**src/rtl/slice_pkg.sv**
```systemverilog
package slice_pkg;
  localparam int MODE_W = 3;

  localparam logic [MODE_W-1:0] MODE_DUAL  = 3'd0;
  localparam logic [MODE_W-1:0] MODE_MERGE = 3'd1;
  localparam logic [MODE_W-1:0] MODE_CASC  = 3'd2;
  localparam logic [MODE_W-1:0] MODE_ADD   = 3'd3;
  localparam logic [MODE_W-1:0] MODE_RAM2  = 3'd4;
  localparam logic [MODE_W-1:0] MODE_RAM1  = 3'd5;

  // strobes from control to datapath
  typedef struct packed {
    logic shift;     // advance configuration chain
    logic blank;     // force outputs low, clear output registers
    logic wrT0;      // write table A
    logic wrT1;      // write table B
    logic wideData;  // table B takes wrData[0] (32x1 organisation)
  } sliceCtrl_t;
endpackage

```
**src/rtl/slice_ctrl.sv**
```systemverilog
module slice_ctrl
  import slice_pkg::*;
(
  input  logic              clk,
  input  logic              rst,
  input  logic              cfgLoad,
  input  logic              wrEn,
  input  logic              wrTableSel,
  input  logic [MODE_W-1:0] mode,
  output sliceCtrl_t        ctl
);
  logic isRam2, isRam1, wrOk;

  assign isRam2 = (mode == MODE_RAM2);
  assign isRam1 = (mode == MODE_RAM1);
  assign wrOk   = wrEn && !cfgLoad;

  always_comb begin
    ctl          = '0;
    ctl.shift    = cfgLoad;
    ctl.blank    = cfgLoad;
    ctl.wrT0     = wrOk && (isRam2 || (isRam1 && !wrTableSel));
    ctl.wrT1     = wrOk && (isRam2 || (isRam1 &&  wrTableSel));
    ctl.wideData = isRam1;
  end

  // loading locks out memory writes
  assert_load_blocks_write_R2: assert property (@(posedge clk) disable iff (rst)
    cfgLoad |-> (!ctl.wrT0 && !ctl.wrT1));

  // single-bit organisation writes at most one table
  assert_ram1_one_table_R8: assert property (@(posedge clk) disable iff (rst)
    isRam1 |-> $onehot0({ctl.wrT0, ctl.wrT1}));

  // logic modes never raise a write strobe
  assert_logic_mode_no_write_R9: assert property (@(posedge clk) disable iff (rst)
    (!isRam1 && !isRam2) |-> (!ctl.wrT0 && !ctl.wrT1));
endmodule

```
**src/rtl/slice_dp.sv**
```systemverilog
module slice_dp
  import slice_pkg::*;
#(
  parameter int LUT_IN = 4
) (
  input  logic              clk,
  input  logic              rst,
  input  sliceCtrl_t        ctl,
  input  logic              cfgBit,
  input  logic [LUT_IN-1:0] inA,
  input  logic [LUT_IN-1:0] inB,
  input  logic              sel5,
  input  logic              sel6,
  input  logic              cascadeIn,
  input  logic              carryIn,
  input  logic [LUT_IN-1:0] wrIdx,
  input  logic [1:0]        wrData,
  input  logic              regCe,
  output logic [MODE_W-1:0] mode,
  output logic              out0,
  output logic              out1,
  output logic              cascadeOut,
  output logic              carryOut
);
  localparam int DEPTH    = 1 << LUT_IN;
  localparam int TAIL_W   = MODE_W + 2;
  localparam int ADD_BITS = 2;
  localparam int NUM_OUT  = 2;

  logic [DEPTH-1:0]  tabA, tabB;
  logic [TAIL_W-1:0] tailQ;
  logic [NUM_OUT-1:0] bypass;

  assign mode   = tailQ[MODE_W-1:0];
  assign bypass = tailQ[TAIL_W-1:MODE_W];

  // configuration chain; the tables double as writable memory
  always_ff @(posedge clk) begin
    if (rst) begin
      tabA  <= '0;
      tabB  <= '0;
      tailQ <= '0;
    end else if (ctl.shift) begin
      tailQ <= {cfgBit, tailQ[TAIL_W-1:1]};
      tabB  <= {tailQ[0], tabB[DEPTH-1:1]};
      tabA  <= {tabB[0], tabA[DEPTH-1:1]};
    end else begin
      if (ctl.wrT0) tabA[wrIdx] <= wrData[0];
      if (ctl.wrT1) tabB[wrIdx] <= ctl.wideData ? wrData[0] : wrData[1];
    end
  end

  // table reads and the fifth-input merge
  logic lookA, lookBa, lookBb, merged;
  assign lookA  = tabA[inA];
  assign lookBa = tabB[inA];
  assign lookBb = tabB[inB];
  assign merged = sel5 ? lookBa : lookA;

  // dedicated ripple carry, one stage per bit
  logic [ADD_BITS:0]   carry;
  logic [ADD_BITS-1:0] sum;
  assign carry[0] = carryIn;
  for (genvar i = 0; i < ADD_BITS; i++) begin : g_carry
    logic prop;
    assign prop       = inA[i] ^ inB[i];
    assign sum[i]     = prop ^ carry[i];
    assign carry[i+1] = prop ? carry[i] : inA[i];
  end

  logic [NUM_OUT-1:0] logicVal;
  always_comb begin
    case (mode)
      MODE_MERGE: logicVal = {lookBb, merged};
      MODE_CASC:  logicVal = {lookBb, sel6 ? cascadeIn : merged};
      MODE_ADD:   logicVal = sum;
      MODE_RAM2:  logicVal = {lookBa, lookA};
      MODE_RAM1:  logicVal = {1'b0, merged};
      default:    logicVal = {lookBb, lookA};
    endcase
  end

  // per-output register with bypass
  logic [NUM_OUT-1:0] regQ, outVal;
  for (genvar k = 0; k < NUM_OUT; k++) begin : g_outreg
    always_ff @(posedge clk) begin
      if (rst || ctl.blank) regQ[k] <= 1'b0;
      else if (regCe)       regQ[k] <= logicVal[k];
    end
    assign outVal[k] = ctl.blank ? 1'b0 : (bypass[k] ? logicVal[k] : regQ[k]);
  end

  assign out0       = outVal[0];
  assign out1       = outVal[1];
  assign cascadeOut = !ctl.blank && merged;
  assign carryOut   = !ctl.blank && (mode == MODE_ADD) && carry[ADD_BITS];

  // the newest serial bit enters at the top of the chain
  assert_shift_entry_R1: assert property (@(posedge clk) disable iff (rst)
    ctl.shift |=> (tailQ[TAIL_W-1] == $past(cfgBit)));

  // tables only move on a shift or a write strobe
  assert_table_hold_R9: assert property (@(posedge clk) disable iff (rst)
    (!ctl.shift && !ctl.wrT0 && !ctl.wrT1) |=> ($stable(tabA) && $stable(tabB)));

  // a disabled register keeps its value
  assert_reg_hold_R10: assert property (@(posedge clk) disable iff (rst)
    (!regCe && !ctl.blank) |=> $stable(regQ));

  // both top operand bits set always generate a carry
  assert_carry_generate_R6: assert property (@(posedge clk) disable iff (rst)
    (mode == MODE_ADD && !ctl.blank && inA[ADD_BITS-1] && inB[ADD_BITS-1]) |-> carryOut);
endmodule

```
**src/rtl/logic_slice.sv**
```systemverilog
module logic_slice
  import slice_pkg::*;
#(
  parameter int LUT_IN = 4
) (
  input  logic              clk,
  input  logic              rst,
  input  logic              cfgLoad,
  input  logic              cfgBit,
  input  logic [LUT_IN-1:0] inA,
  input  logic [LUT_IN-1:0] inB,
  input  logic              sel5,
  input  logic              sel6,
  input  logic              cascadeIn,
  input  logic              carryIn,
  input  logic              wrEn,
  input  logic [LUT_IN:0]   wrAddr,
  input  logic [1:0]        wrData,
  input  logic              regCe,
  output logic              out0,
  output logic              out1,
  output logic              cascadeOut,
  output logic              carryOut
);
  sliceCtrl_t        ctl;
  logic [MODE_W-1:0] mode;

  slice_ctrl u_ctrl (
    .clk        (clk),
    .rst        (rst),
    .cfgLoad    (cfgLoad),
    .wrEn       (wrEn),
    .wrTableSel (wrAddr[LUT_IN]),
    .mode       (mode),
    .ctl        (ctl)
  );

  slice_dp #(.LUT_IN(LUT_IN)) u_dp (
    .clk        (clk),
    .rst        (rst),
    .ctl        (ctl),
    .cfgBit     (cfgBit),
    .inA        (inA),
    .inB        (inB),
    .sel5       (sel5),
    .sel6       (sel6),
    .cascadeIn  (cascadeIn),
    .carryIn    (carryIn),
    .wrIdx      (wrAddr[LUT_IN-1:0]),
    .wrData     (wrData),
    .regCe      (regCe),
    .mode       (mode),
    .out0       (out0),
    .out1       (out1),
    .cascadeOut (cascadeOut),
    .carryOut   (carryOut)
  );

  // every output is quiet during a load
  assert_load_quiet_R2: assert property (@(posedge clk) disable iff (rst)
    cfgLoad |-> (!out0 && !out1 && !cascadeOut && !carryOut));
endmodule

```
**config.mk**
```make
export PLATFORM = sky130hd
export DESIGN_NAME = logic_slice
export DESIGN_NICKNAME = d
export VERILOG_FILES = /design/src/rtl/slice_pkg.sv /design/src/rtl/slice_ctrl.sv /design/src/rtl/slice_dp.sv /design/src/rtl/logic_slice.sv
export SDC_FILE = /design/constraint.sdc
export NUM_CORES = 1
export LEC_CHECK = 0
export BUFFER_PORTS_ARGS = -buffer_cell sky130_fd_sc_hd__buf_4
export CORE_MARGIN = 2
export CORE_UTILIZATION = 49
export CTS_CLUSTER_DIAMETER = 30
export CTS_CLUSTER_SIZE = 40
export DETAILED_ROUTE_END_ITERATION = 8
export PLACE_DENSITY = 0.68
export SYNTH_ARGS = -nofsm -noshare
export SYNTH_HDL_FRONTEND = slang
export SYNTH_SLANG_ARGS = --single-unit
```
**constraint.sdc**
```tcl
create_clock -name clk -period 4.6 [get_ports clk]
set_input_delay 0.92 -clock clk [delete_from_list [all_inputs] [get_ports clk]]
set_output_delay 0.92 -clock clk [all_outputs]
set_load 0.05 [all_outputs]
```
==> flow_summary.yaml, run 1 <==
outcome:
  status: "finished clean"
yosys:
  synth_cell_types: 47
  synth.most_common_cell: "nand2_1"
  synth_cells: 320
  synth_top_family_by_area: "compound AO/OA/AOI/OAI gates"
  synth-edff-count: 0
  synth_largest_area_cell: "dfxtp_1"
  synth-compound-area-share_pct: 29.4
  synthesis.nets: 345
  syn_area_per_cell_sq_um: 8.41
  synthFlopType: "dfxtp_1"
  async_reset_ff_share_pct: 0
  synthXorXnorAreaFrac_pct: 1.49
  synthSimpleGateAreaFrac_pct: 20.0
  synthAdderAreaFrac_pct: 0.372
  synthTopCellsByCount: "nand2_1 (41), dfxtp_1 (39), nor2_1 (32)"
  netlist_area_sq_um: 2690
  synth_area_leaders: "dfxtp_1 (29%), a311oi_1 (5.9%), mux4_2 (5.9%), a21oi_1 (5.8%), nand2_1 (5.7%)"
  ys_seq_area_share_pct: 29.0
  synthMuxAreaShare_pct: 14.1
  ys_seq_elements: 39
  yosysTopAreaCellShare_pct: 29.0
  yosys_warnings: 0
floorplanning:
  dieArea_sq_um: 6100
  rows: 26
  core_area_sq_um: 5200
  start_util_pct: 51.7
  io_pins: 29
  die_y_microns: 78.1
  die_w_microns: 78.1
cells_and_area:
  stdcell_area_sq_um: 2970
  diodes: 0
  nNetsFinal: 350
  layout-drive-gt1-share_pct: 18.4
  area_growth_pct: 10.6
timing:
  fin_crit_sh_pct: 76.8
  drv_slew: 0
  setup_tns_ns: 0
  rsz0062_at_grt: "false"
  setup-violations-final: 0
  fin_crit_ns: 3.53
  fin_skew_ns: 0.00471
  tightest_slew_ns: 0.718
  hold_violations: 0
  slew_headroom_pct: 52.0
  fmax_ghz: 0.283
clock_tree:
  cts_buffers: 5
  worstSkewPairLatency_ns: 0.29
  cts_tree: "built"
  numClockSinks: 39
  cts-resized-gates: 0
  cts_buffer_depth: 2
  clk_pin_slew_ns: 0.08
  postCtsHoldBufs: 0
  postCtsSetupRepairBufs: 0
  htreeDepth: 2
  cts-root-buf: "clkbuf_8"
route:
  routed_wirelength_microns: 7180
  firstDrtPassIters: 5
  first_iter_violations: 415
  vias: 2533
  ant_nets: 0
  avgViaCountPerCell: 6.40
  wl_per_cell_microns: 18.1
  drc: 0
critical_path:
  crit_slowest_cell: "xnor3_1"
  crit_fanout: 12
  crit_path_frequent_cell: "buf_4"
  critPathTopFamily: "compound AO/OA/AOI/OAI gates"
  worstPathArrival_ns: 2.61
  end_kind: "output pin"
  crit_buf_inv: 2
  slowest_delay_ns: 0.43
  worst-endpoint-required_ns: 3.68
  cp-start-kind: "primary input"
  path_class: "in2out"
  worstPathCellList: "buf_4 -> xnor3_1 -> mux2_2 -> o21ai_2 -> o221ai_2 -> a311oi_1 -> buf_4"
global_route:
  grt_pass1_vias: 2275
  grt_pass1_wl_microns: 11800
  antenna_found_initial: 0
  grt_max_degree: 66
  grt-ovfl-total: 0
  grt_usage_pct: 24.4
placement:
  hpwlAfterDp_microns: 5020
  routabilityCongestion: 0.851
  io_buffer_count: 28
  dpl_cell_area_sq_um: 2840
pwr:
  power-per-cell-area_nw_per_um2: 307
  vdd_drop_max_mv: 0.159
  leakagePower_nw: 1.15
worst_hold_path:
  hold_class: "reg2reg"
run:
  cap_viol_max_count: 0
==> final cells by class <==
| class | count | area (sq um) |
|---|---|---|
| tap | 70 | 87.6 |
| inverter | 1 | 3.75 |
| fill | 507 | 2230 |
| clock buffer | 6 | 72.6 |
| sequential | 39 | 781 |
| clock inverter | 2 | 60.1 |
| multi-input combinational | 250 | 1760 |
| timing repair buffer | 28 | 210 |
==> metrics by stage <==
stage                     setup slack (ns)  utilization [%]  hold slack [ns]  cells  power (mW)
after floorplan                      0.530                -            0.487    320       0.523
after global placement                1.10             54.6            0.510    388       0.569
after detailed placement              1.07             54.6            0.516    388       0.573
after CTS                             1.07             57.1            0.529    396       0.915
after global routing                 0.959             57.1            0.553    396       0.954
final                                 1.07             57.1            0.527    396       0.913
==> final timing paths <==
check	end	from	cells past startpoint	slack, ns
setup / recovery	out0	inA[0]	7	1.07
setup reg to reg	u_dp.tabB[3]	u_dp.tailQ[0]	5	2.54
hold / removal	u_dp.tabA[0]	u_dp.tabA[0]	2	0.53
hold reg to reg	u_dp.tabA[0]	u_dp.tabA[0]	2	0.53
==> worst reg2reg max path, stage by stage, from the launching register on <==
cell,delay [ns]
dfxtp_1,0.58
nand3b_1,0.16
mux2i_1,0.29
nor4_2,0.46
a32oi_1,0.18
a311oi_1,0.31
==> metal layers <==
metal	part of all wire [%]	global-route usage [%]	wire length [microns]
met2	44	36.8	3140
met1	49	35.7	3500
met4	2.0	7.72	142
met5	0	0	0
met3	5.4	4.02	387
==> state kept, by name (all words and copies together) (netlist names) <==
signal,count
u_dp.regQ,2
u_dp.tabA,16
u_dp.tabB,16
u_dp.tailQ,5
==> cells by family after synthesis <==
kind of cell / after synthesis
and+or+nand+nor: 113
AOI/OAI and AO/OA: 109
DFF: 39
buffers and inverters: 31
muxes: 24
xor gates and xnor gates: 3
adders and majority gates: 1
==> cells in the final DEF (no fill, tap or decap), drive strengths merged, types with 10 or more instances in the layout <==
| master | synthesis | final |
|---|---|---|
| mux2i | 12 | 12 |
| a311oi | 18 | 18 |
| nand2 | 41 | 41 |
| nor3 | 15 | 15 |
| nor2 | 32 | 32 |
| dfxtp | 39 | 39 |
| a22oi | 14 | 14 |
| a21o | 14 | 14 |
| a21oi | 31 | 31 |
| buf | 14 | 28 |
| mux4 | 10 | 10 |
==> report_power, final <==
part	switching (mW)	total, mW	internal [mW]
clock network	0.128	0.345	0.217
registers	0.0233	0.382	0.359
logic	0.105	0.186	0.0814
total	0.256	0.913	0.657
Power figures use the tool's default switching activity.
==> run 2, diff against run 1 <==
clock period = 3.25 ns   (was 4.6 ns; I/O delays follow)
==> run 2 against run 1 <==
Compared with the run above: sequential power grew 42%; clock skew decreased by 0.0021 ns; utilization rose by 0.12 points; clock power up 21%; global-route usage grew 0.53 points; design area rose by 0.21%; worst setup slack got worse by 0.79 ns; via count up 0.59%; wire length rose by 2.3%; critical endpoint unchanged; largest cell class unchanged.
==> flow_summary.yaml, run 2 (synthesized netlist as in run 1, its figures left out) <==
timing:
  setup_tns_ns: 0
  drv_slew: 0
  slew_headroom_pct: 52.8
  fin_crit_sh_pct: 91.4
  holdWs_ns: 0.534
  rsz0062_at_grt: "false"
  setup-violations-final: 0
  fmax_ghz: 0.337
  fin_skew_ns: 0.00265
  tightest_slew_ns: 0.708
  hold_violations: 0
  fin_crit_ns: 2.97
critical_path:
  worst-endpoint-required_ns: 2.60
  crit_buf_inv: 2
  crit_fanout: 12
  worstPathCellList: "buf_4 -> xnor3_1 -> mux2_2 -> o21ai_2 -> o221ai_2 -> a311oi_2 -> buf_4"
  end_kind: "output pin"
  cp-start-kind: "primary input"
  slowest_delay_ns: 0.41
  path_class: "in2out"
  crit_slowest_cell: "xnor3_1"
  crit_path_frequent_cell: "buf_4"
  critPathTopFamily: "compound AO/OA/AOI/OAI gates"
  worstPathArrival_ns: 2.32
cells_and_area:
  diodes: 0
  layout-drive-gt1-share_pct: 19.9
  largestRegisters: "u_dp.tabA: 16 flops, u_dp.tabB: 16 flops, u_dp.tailQ: 5 flops"
  register_area_sq_um: 781
  multi_input_area_sq_um: 1780
  final_cells: 397
  area_growth_pct: 10.8
  layout_common_cells: "nand2_1 (41), dfxtp_1 (39), nor2_1 (32), a21oi_1 (31), buf_4 (29)"
  layout_commonest_cell: "nand2_1"
  stdcell_area_sq_um: 2980
  nNetsFinal: 351
  fillCellCount: 508
route:
  first_iter_violations: 307
  routed_wirelength_microns: 7340
  ant_nets: 0
  drc: 0
  wl_per_cell_microns: 18.5
  vias: 2548
  avgViaCountPerCell: 6.42
  firstDrtPassIters: 6
clock_tree:
  cts-resized-gates: 0
  cts_tree: "built"
  htreeDepth: 2
  cts_buffer_depth: 2
  cts-root-buf: "clkbuf_8"
  numClockSinks: 39
  worstSkewPairLatency_ns: 0.30
  postCtsSetupRepairBufs: 0
  postCtsHoldBufs: 0
  cts_buffers: 5
  clk_pin_slew_ns: 0.08
floorplanning:
  die_y_microns: 78.1
  core_area_sq_um: 5200
  dieArea_sq_um: 6100
  start_util_pct: 51.7
  io_pins: 29
  rows: 26
  die_w_microns: 78.1
pwr:
  vdd_drop_max_mv: 0.371
  power-per-cell-area_nw_per_um2: 412
  leakagePower_nw: 1.15
placement:
  routabilityCongestion: 0.854
  hpwlAfterDp_microns: 5240
  dp.cells: 389
  io_buffer_count: 28
  dpl_cell_area_sq_um: 2870
global_route:
  use_met1_pct: 37.1
  grt_pass1_wl_microns: 12000
  grt_usage_pct: 24.9
  grt_pass1_vias: 2316
  grt-ovfl-total: 0
  grtUsageMet3_pct: 2.99
  met2_usage_pct: 38.2
  grt.busiest_layer: "met2"
  antenna_found_initial: 0
  grt_max_degree: 66
worst_hold_path:
  hold_class: "reg2reg"
outcome:
  status: "finished clean"
run:
  cap_viol_max_count: 0
## run 2: cell count changes in the layout (fill, tap and decap cells not counted), sizes merged
cell | before | now
clkbuf | 6 | 5
bufinv | 2 | 1
clkinv | 0 | 2
buf | 28 | 29
## run 2: area by class of cell
| type | count | area share (%) |
|---|---|---|
| Timing Repair Buffer | 29 | 7.30 |
| Sequential cell | 39 | 26.2 |
| Inverter | 1 | 0.126 |
| Clock inverter | 3 | 1.47 |
| Multi-Input combinational cell | 250 | 59.7 |
| Clock buffer | 5 | 2.31 |
| Tap cell | 70 | 2.94 |
## run 2: path summary, 6_finish.rpt
check	from	to	slack [ns]	cells past startpoint
worst max register to register	u_dp.tailQ[2]	u_dp.tabB[5]	1.24	4
worst max-delay path	inA[0]	out0	0.28	7
worst min-delay path	u_dp.regQ[1]	u_dp.regQ[1]	0.53	2
worst min register to register	u_dp.regQ[1]	u_dp.regQ[1]	0.53	2
## run 2: per-stage QoR
step / setup WS [ns] / total power [mW] / util, %
6_report: 0.280 / 1.23 / 57.3
4_1_cts: 0.275 / 1.22 / 57.3
2_1_floorplan: 0.180 / 0.743 / -
3_5_place_dp: 0.269 / 0.815 / 55.1
3_3_place_gp: 0.309 / 0.809 / 55.1
5_1_grt: 0.0988 / 1.28 / 57.3
## run 2: worst min-delay path: cells and delay by family, from the launching register on
family	cells	cell delay [ns]
compound gates	2	0.18
flops	1	0.32
## run 2: power breakdown
part           switching (mW)  internal (mW)
logic                   0.150          0.117
clock network           0.190          0.229
registers              0.0333          0.508
total                   0.374          0.853
## run 2: per-layer routing
metal  up-vias  routed length [microns]
met4         0                      105
met1      1218                     3470
met2        98                     3330
met3        11                      438
met5         -                        0
li1       1221                        -
